[src/rtl/cfgport_pkg.sv]
package cfgport_pkg;

    typedef enum logic [0:0] {
        ST_LOCKED = 1'b0,
        ST_OPEN   = 1'b1
    } lock_state_t;

    localparam int BYTE_W         = 8;
    localparam int NUM_DRIVES     = 4;
    localparam int REGS_PER_DRIVE = 4;
    localparam logic [7:0] ID_VALUE = 8'h50;

    function automatic logic [9:0] base_for(input int sel);
        case (sel)
            1:       return 10'h0F4;
            2:       return 10'h034;
            3:       return 10'h0E4;
            default: return 10'h074;
        endcase
    endfunction

    function automatic logic is_key(input logic [7:0] v);
        return v[7:2] == 6'b001100;
    endfunction

    function automatic logic in_map(input logic [7:0] a);
        return ((a >= 8'h01) && (a <= 8'h07)) || (a == 8'h0A) ||
               ((a >= 8'h25) && (a <= 8'h35));
    endfunction

    function automatic logic [7:0] reset_value(input logic [7:0] a);
        case (a)
            8'h01:   return 8'h0F;
            8'h07:   return 8'h2B;
            8'h0A:   return 8'h0F;
            8'h34:   return 8'hFF;
            8'h35:   return 8'h03;
            default: return 8'h00;
        endcase
    endfunction

    // slot = drive * REGS_PER_DRIVE + position inside the group
    function automatic logic [7:0] timing_reg(input int slot);
        case (slot)
            0:  return 8'h03;  1:  return 8'h26;  2:  return 8'h04;  3:  return 8'h27;
            4:  return 8'h05;  5:  return 8'h28;  6:  return 8'h06;  7:  return 8'h29;
            8:  return 8'h2B;  9:  return 8'h30;  10: return 8'h2C;  11: return 8'h31;
            12: return 8'h2D;  13: return 8'h32;  14: return 8'h2E;  default: return 8'h33;
        endcase
    endfunction

endpackage

[src/rtl/key_lock_fsm.sv]
module key_lock_fsm
    import cfgport_pkg::*;
(
    input  logic       clk,
    input  logic       rst_n,
    input  logic       base_wr,
    input  logic [7:0] wdata,
    output logic       unlocked,
    output logic [7:0] base_q
);

    lock_state_t state_q, state_d;

    // state register
    always_ff @(posedge clk) begin
        if (!rst_n) begin
            state_q <= ST_LOCKED;
            base_q  <= 8'h00;
        end else begin
            state_q <= state_d;
            if (base_wr) base_q <= wdata;
        end
    end

    // transitions: KEY_WRITE opens, OTHER_WRITE closes
    always_comb begin
        state_d = state_q;
        unique case (state_q)
            ST_LOCKED: if (base_wr && is_key(wdata))  state_d = ST_OPEN;
            ST_OPEN:   if (base_wr && !is_key(wdata)) state_d = ST_LOCKED;
            default:   state_d = ST_LOCKED;
        endcase
    end

    // outputs
    always_comb begin
        unique case (state_q)
            ST_OPEN: unlocked = 1'b1;
            default: unlocked = 1'b0;
        endcase
    end

    p_unlock_r2: assert property (@(posedge clk) disable iff (!rst_n)
        (base_wr && is_key(wdata)) |=> (unlocked && base_q == $past(wdata)));

    p_relock_r3: assert property (@(posedge clk) disable iff (!rst_n)
        (base_wr && !is_key(wdata)) |=> (!unlocked && base_q == $past(wdata)));

endmodule

[src/rtl/cfg_bank.sv]
module cfg_bank
    import cfgport_pkg::*;
#(
    parameter int DEPTH = 64,
    localparam int AW   = $clog2(DEPTH)
) (
    input  logic                         clk,
    input  logic                         rst_n,
    input  logic                         we,
    input  logic [7:0]                   waddr,
    input  logic [7:0]                   wdata,
    output logic [DEPTH-1:0][BYTE_W-1:0] mem_q
);

    logic hit;
    always_comb hit = in_map(waddr) && (int'(waddr) < DEPTH);

    always_ff @(posedge clk) begin
        if (!rst_n) begin
            for (int i = 0; i < DEPTH; i++) mem_q[i] <= reset_value(8'(i));
        end else if (we && hit) begin
            mem_q[waddr[AW-1:0]] <= wdata;
        end
    end

    p_drop_outside_r9: assert property (@(posedge clk) disable iff (!rst_n)
        (we && !in_map(waddr)) |=> $stable(mem_q));

endmodule

[src/rtl/timing_tap.sv]
module timing_tap
    import cfgport_pkg::*;
#(
    parameter int DEPTH = 64,
    localparam int AW   = $clog2(DEPTH),
    localparam int OUT_W = NUM_DRIVES * REGS_PER_DRIVE * BYTE_W
) (
    input  logic [DEPTH-1:0][BYTE_W-1:0] mem_i,
    output logic [OUT_W-1:0]             drv_timing
);

    for (genvar d = 0; d < NUM_DRIVES; d++) begin : g_drive
        for (genvar k = 0; k < REGS_PER_DRIVE; k++) begin : g_byte
            localparam logic [7:0] REG_A = timing_reg(d * REGS_PER_DRIVE + k);
            assign drv_timing[(d*REGS_PER_DRIVE + k)*BYTE_W +: BYTE_W] = mem_i[REG_A[AW-1:0]];
        end
    end

endmodule

[src/rtl/cfgport_top.sv]
module cfgport_top
    import cfgport_pkg::*;
#(
    parameter int BASE_SEL = 0,
    parameter int ADDR_W   = 10,
    parameter int DEPTH    = 64,
    localparam int AW      = $clog2(DEPTH),
    localparam int OUT_W   = NUM_DRIVES * REGS_PER_DRIVE * BYTE_W
) (
    input  logic              clk,
    input  logic              rst_n,
    input  logic [ADDR_W-1:0] io_addr,
    input  logic              wr_en,
    input  logic              rd_en,
    input  logic [7:0]        wdata,
    output logic [7:0]        rdata,
    output logic              rd_valid,
    output logic [OUT_W-1:0]  drv_timing
);

    localparam logic [ADDR_W-1:0] BASE_A = ADDR_W'(base_for(BASE_SEL));
    localparam logic [ADDR_W-1:0] IDX_A  = BASE_A + ADDR_W'(4);
    localparam logic [ADDR_W-1:0] DAT_A  = BASE_A + ADDR_W'(8);

    logic base_hit, idx_hit, dat_hit;
    logic unlocked;
    logic [7:0] base_q, idx_q, rd_mux;
    logic [DEPTH-1:0][BYTE_W-1:0] bank_q;

    always_comb begin
        base_hit = (io_addr == BASE_A);
        idx_hit  = (io_addr == IDX_A);
        dat_hit  = (io_addr == DAT_A);
    end

    key_lock_fsm u_lock (
        .clk      (clk),
        .rst_n    (rst_n),
        .base_wr  (wr_en && base_hit),
        .wdata    (wdata),
        .unlocked (unlocked),
        .base_q   (base_q)
    );

    always_ff @(posedge clk) begin
        if (!rst_n)                           idx_q <= 8'h00;
        else if (wr_en && idx_hit && unlocked) idx_q <= wdata;
    end

    cfg_bank #(.DEPTH(DEPTH)) u_bank (
        .clk   (clk),
        .rst_n (rst_n),
        .we    (wr_en && dat_hit && unlocked),
        .waddr (idx_q),
        .wdata (wdata),
        .mem_q (bank_q)
    );

    timing_tap #(.DEPTH(DEPTH)) u_tap (
        .mem_i      (bank_q),
        .drv_timing (drv_timing)
    );

    always_comb begin
        rd_mux = 8'h00;
        if (base_hit) begin
            rd_mux = base_q;
        end else if (idx_hit) begin
            if (!unlocked)          rd_mux = 8'hFF;
            else if (idx_q == 8'h01) rd_mux = 8'h01;
        end else if (dat_hit) begin
            if (!unlocked)          rd_mux = 8'hFF;
            else if (idx_q == 8'h00) rd_mux = ID_VALUE;
            else if (in_map(idx_q) && (int'(idx_q) < DEPTH)) rd_mux = bank_q[idx_q[AW-1:0]];
        end
    end

    always_ff @(posedge clk) begin
        if (!rst_n) begin
            rdata    <= 8'h00;
            rd_valid <= 1'b0;
        end else begin
            rd_valid <= rd_en;
            if (rd_en) rdata <= rd_mux;
        end
    end

    p_read_latency_r5: assert property (@(posedge clk) disable iff (!rst_n)
        rd_en |=> rd_valid);

    p_locked_bank_hold_r4: assert property (@(posedge clk) disable iff (!rst_n)
        (wr_en && dat_hit && !unlocked) |=> $stable(bank_q));

    p_locked_index_hold_r4: assert property (@(posedge clk) disable iff (!rst_n)
        (wr_en && idx_hit && !unlocked) |=> $stable(idx_q));

    p_id_code_r6: assert property (@(posedge clk) disable iff (!rst_n)
        (rd_en && dat_hit && unlocked && idx_q == 8'h00) |=> (rdata[7:4] == 4'h5));

    p_timing_update_r10: assert property (@(posedge clk) disable iff (!rst_n)
        (wr_en && dat_hit && unlocked && idx_q == 8'h03) |=> (drv_timing[7:0] == $past(wdata)));

endmodule

[config.mk]
export PLATFORM = sky130hd
export DESIGN_NAME = cfgport_top
export DESIGN_NICKNAME = d
export VERILOG_FILES = /design/src/rtl/cfgport_pkg.sv /design/src/rtl/key_lock_fsm.sv /design/src/rtl/cfg_bank.sv /design/src/rtl/timing_tap.sv /design/src/rtl/cfgport_top.sv
export SDC_FILE = /design/constraint.sdc
export NUM_CORES = 1
export LEC_CHECK = 0
export BUFFER_PORTS_ARGS = -buffer_cell sky130_fd_sc_hd__buf_2
export CAP_MARGIN = 20
export CORE_ASPECT_RATIO = 1.25
export CORE_MARGIN = 3
export CORE_UTILIZATION = 62
export CTS_BUF_LIST = sky130_fd_sc_hd__clkbuf_4
export CTS_CLUSTER_SIZE = 14
export DETAILED_ROUTE_END_ITERATION = 7
export PLACE_DENSITY_LB_ADDON = 0.08
export REMOVE_ABC_BUFFERS = 1
export SLEW_MARGIN = 0
export SYNTH_ARGS = -nofsm -noshare
export SYNTH_HDL_FRONTEND = slang
export SYNTH_SLANG_ARGS = --single-unit
[constraint.sdc]
create_clock -name clk -period 3 [get_ports clk]
set_input_delay 0 -clock clk [delete_from_list [all_inputs] [get_ports clk]]
set_output_delay 0 -clock clk [all_outputs]
set_load 0.01 [all_outputs]
==> flow_summary.yaml <==
place:
  hpwl_um: 32500
  port_buffers: 158
  preCtsSetupSlack_ns: 0.357
  gp_congestion: 0.884
  place_area_um2: 19500
floorplan:
  num_rows: 71
  die_x_um: 163
  die_area_um2: 33000
  start_util_pct: 63.3
  core_area_um2: 30200
  die_y_um: 202
  io_pins: 159
hold_path:
  whs_endpoint: "rdata[1]"
  min_path_type: "in -> reg"
  min_path_cells: 7
  hp-start: "io_addr[1]"
clock_tree:
  worst_skew_pair.late_latency_ns: 0.76
  post_cts_buffers: 0
  clkSinkCount: 442
  htree_levels: 3
  ctsLongestPathBuffers: 3
  clk_pin_slew_worst_paths_ns: 0.06
  cts_inserted_buffers: 106
  cts_tree: "done"
  cts_root_buffer: "clkbuf_4"
critical_path:
  rr_endpoint: "rdata[0]"
  cp.arrival_ns: 3.51
  cp.required_ns: 3.68
  reg2regPathDepth: 7
  max_stage_delay_ns: 0.62
  r2r-start: "idx_q[1]"
  startpoint_type: "input port"
  cp-end-kind: "flop"
  rrSetupSlack_ns: 0.22
  crit_path_frequent_cell: "dlygate4sd3_1"
  crit_type: "in -> reg"
  slowest_stage: "dlygate4sd3_1"
  cp_cell_sequence: "dlygate4sd3_1 -> buf_2 -> nor4b_4 -> dlygate4sd3_1 -> nand2_1 -> nor3b_1 -> buf_4 -> nand3_1 -> dlygate4sd3_1 -> a21boi_0 -> dlygate4sd3_1"
  crit_fanout: 12
route:
  drc: 0
  dr.pass1.iters: 5
  drt-wirelength-per-cell_um: 21.1
  vias: 13300
  drtIter0Drc: 1108
  antenna_left: 0
  via_per_inst: 5.63
  routed_wl_um: 49800
logic_synthesis:
  synth-xor-area-share_pct: 0
  synth-seq-cells: 442
  synthCells: 1758
  syn_avg_cell_area_um2: 10.9
  ys_warn_count: 0
  synth-compound-area-share_pct: 3.86
  synth.most_common_cell: "dfxtp_1"
  synth_area_leaders: "dfxtp_1 (46%), mux2i_1 (14%), mux4_2 (9.4%)"
  synthSimpleGateAreaFrac_pct: 18.3
  synth_top_family_by_area: "multiplexers"
  synthFlopType: "dfxtp_1"
  ys_async_sr_fraction_pct: 0
  synth_fa_ha_area_share_pct: 0
  ys_seq_area_share_pct: 46.3
  yosysTopAreaCell: "dfxtp_1"
  ys_top_cells_by_count: "dfxtp_1 (442), mux2i_1 (266), and2_1 (218)"
  synth_mux_area_share_pct: 23.5
  synth_cell_types: 54
  synth_edf_count: 0
  netlist_area_um2: 19100
  yosysTopAreaCellShare_pct: 46.3
cells_and_area:
  regArea_um2: 8860
  area_growth_syn_to_layout_pct: 11.4
  final_area_um2: 21300
  fillers: 2311
  multi_input_area_um2: 8750
  fin_nets: 1895
  drive_above_1_share_pct: 26.8
global_routing:
  grt_overflow_total: 0
  grt_usage_pct: 30.1
  grt_max_degree: 93
  grt_pass1_wl_um: 77000
  antenna_found_initial: 2
  first_global_vias: 13500
timing:
  worst_pin_slew_ns: 1.06
  final_hold_viol_count: 0
  worst_slack_ns: 0.174
  fin_worst_skew_ns: 0.0311
  finalCritPeriodShare_pct: 94.2
  maxSlewViolCount: 0
  period_needed_ns: 2.83
  rsz0062_at_grt: "false"
  worst_slew_margin_rel_pct: 29.5
  timing.fmax_ghz: 0.354
  setup_viol: 0
status:
  status: "finished clean"
job:
  cap_violations: 0
pwr:
  p_per_area_nw_per_um2: 524
  ir_drop_mv: 0.428
  power_leakage_uw: 0.00816
==> worst max-delay path: cells and delay by family <==
kind / cells / cell delay, ns
simple gates: 4 / 0.66
compound gates: 1 / 0.18
buf+inv: 6 / 2.67
==> metrics by stage <==
step | power [uW] | hold slack [ns] | setup TNS [ns] | utilization [%] | instances
after floorplan | 6060 | 0.0619 | -828.46 | - | 1500
after global placement | 6240 | 0.391 | 0 | 64.6 | 2133
after CTS | 11300 | 0.0481 | 0 | 70.2 | 2351
after global routing | 11600 | 0.0825 | 0 | 70.5 | 2355
final | 11200 | 0.118 | 0 | 70.5 | 2355
after detailed placement | 6240 | 0.397 | 0 | 64.6 | 2133
==> registers in the layout, indices dropped and copies added (netlist names), named ones only <==
name / flops
u_lock.base_q: 8
rd_valid: 1
rdata: 8
u_bank.mem_q: 416
idx_q: 8
==> repair_timing <==
action,CTS,global route
endpoints found under the setup margin,0,3
gates resized for setup,0,3
hold buffers,31,0
endpoints found under the hold margin,237,0
==> worst max path at each step <==
stage	cells after the start	slack (ns)	endpoint	from
floorplan	5	-4.39	u_bank.mem_q[336]	idx_q[1]
global placement	6	0.40	rdata[5]	idx_q[0]
detailed placement	8	0.36	u_bank.mem_q[346]	idx_q[5]
CTS	8	0.1	rdata[0]	idx_q[1]
global route	11	0.03	u_lock.base_q[0]	io_addr[9]
finish	11	0.17	u_lock.base_q[0]	io_addr[9]
==> where the power goes <==
| part | switching, uW | internal, uW | total [uW] |
|---|---|---|---|
| registers | 5.92 | 5870 | 5870 |
| logic | 192 | 64.7 | 257 |
| clock network | 2370 | 2660 | 5030 |
==> per-layer routing <==
| layer | routed length (um) | track usage (%) | up-vias |
|---|---|---|---|
| met4 | 1670 | 12.0 | 0 |
| met1 | 21100 | 39.5 | 6452 |
| met5 | 0 | 0 | - |
| met3 | 3130 | 6.81 | 116 |
| met2 | 23800 | 48.5 | 479 |
| li1 | - | - | 6215 |
==> cell usage in the layout (no fill, tap or decap), types with 14 or more instances in the layout <==
| cell | synthesis | routed |
|---|---|---|
| and2_1 | 218 | 218 |
| buf_4 | 132 | 71 |
| mux2i_1 | 266 | 266 |
| clkinv_1 | 1 | 20 |
| mux4_2 | 80 | 80 |
| a21oi_1 | 17 | 17 |
| o21ai_0 | 14 | 14 |
| nor2b_1 | 76 | 76 |
| nand3_1 | 36 | 36 |
| dfxtp_1 | 442 | 438 |
| nor2_1 | 24 | 24 |
| a22oi_1 | 30 | 30 |
| clkbuf_4 | 0 | 158 |
| dlygate4sd3_1 | 0 | 31 |
| nand2_1 | 178 | 178 |
| buf_2 | 20 | 157 |
==> cell type report <==
cell class | instances | area share (%)
sequential | 442 | 41.6
multi-input combinational | 1053 | 41.1
timing repair buffer | 265 | 8.31
antenna | 2 | 0.0235
tap | 401 | 2.36
clock buffer | 158 | 5.57
clock inverter | 29 | 0.911
inverter | 5 | 0.0882
==> cells by family after synthesis <==
family / Yosys count
compound gates: 105
buf+inv: 263
flops: 442
mux: 349
simple gates: 599
No activity file was read; power rests on OpenSTA's default activity.
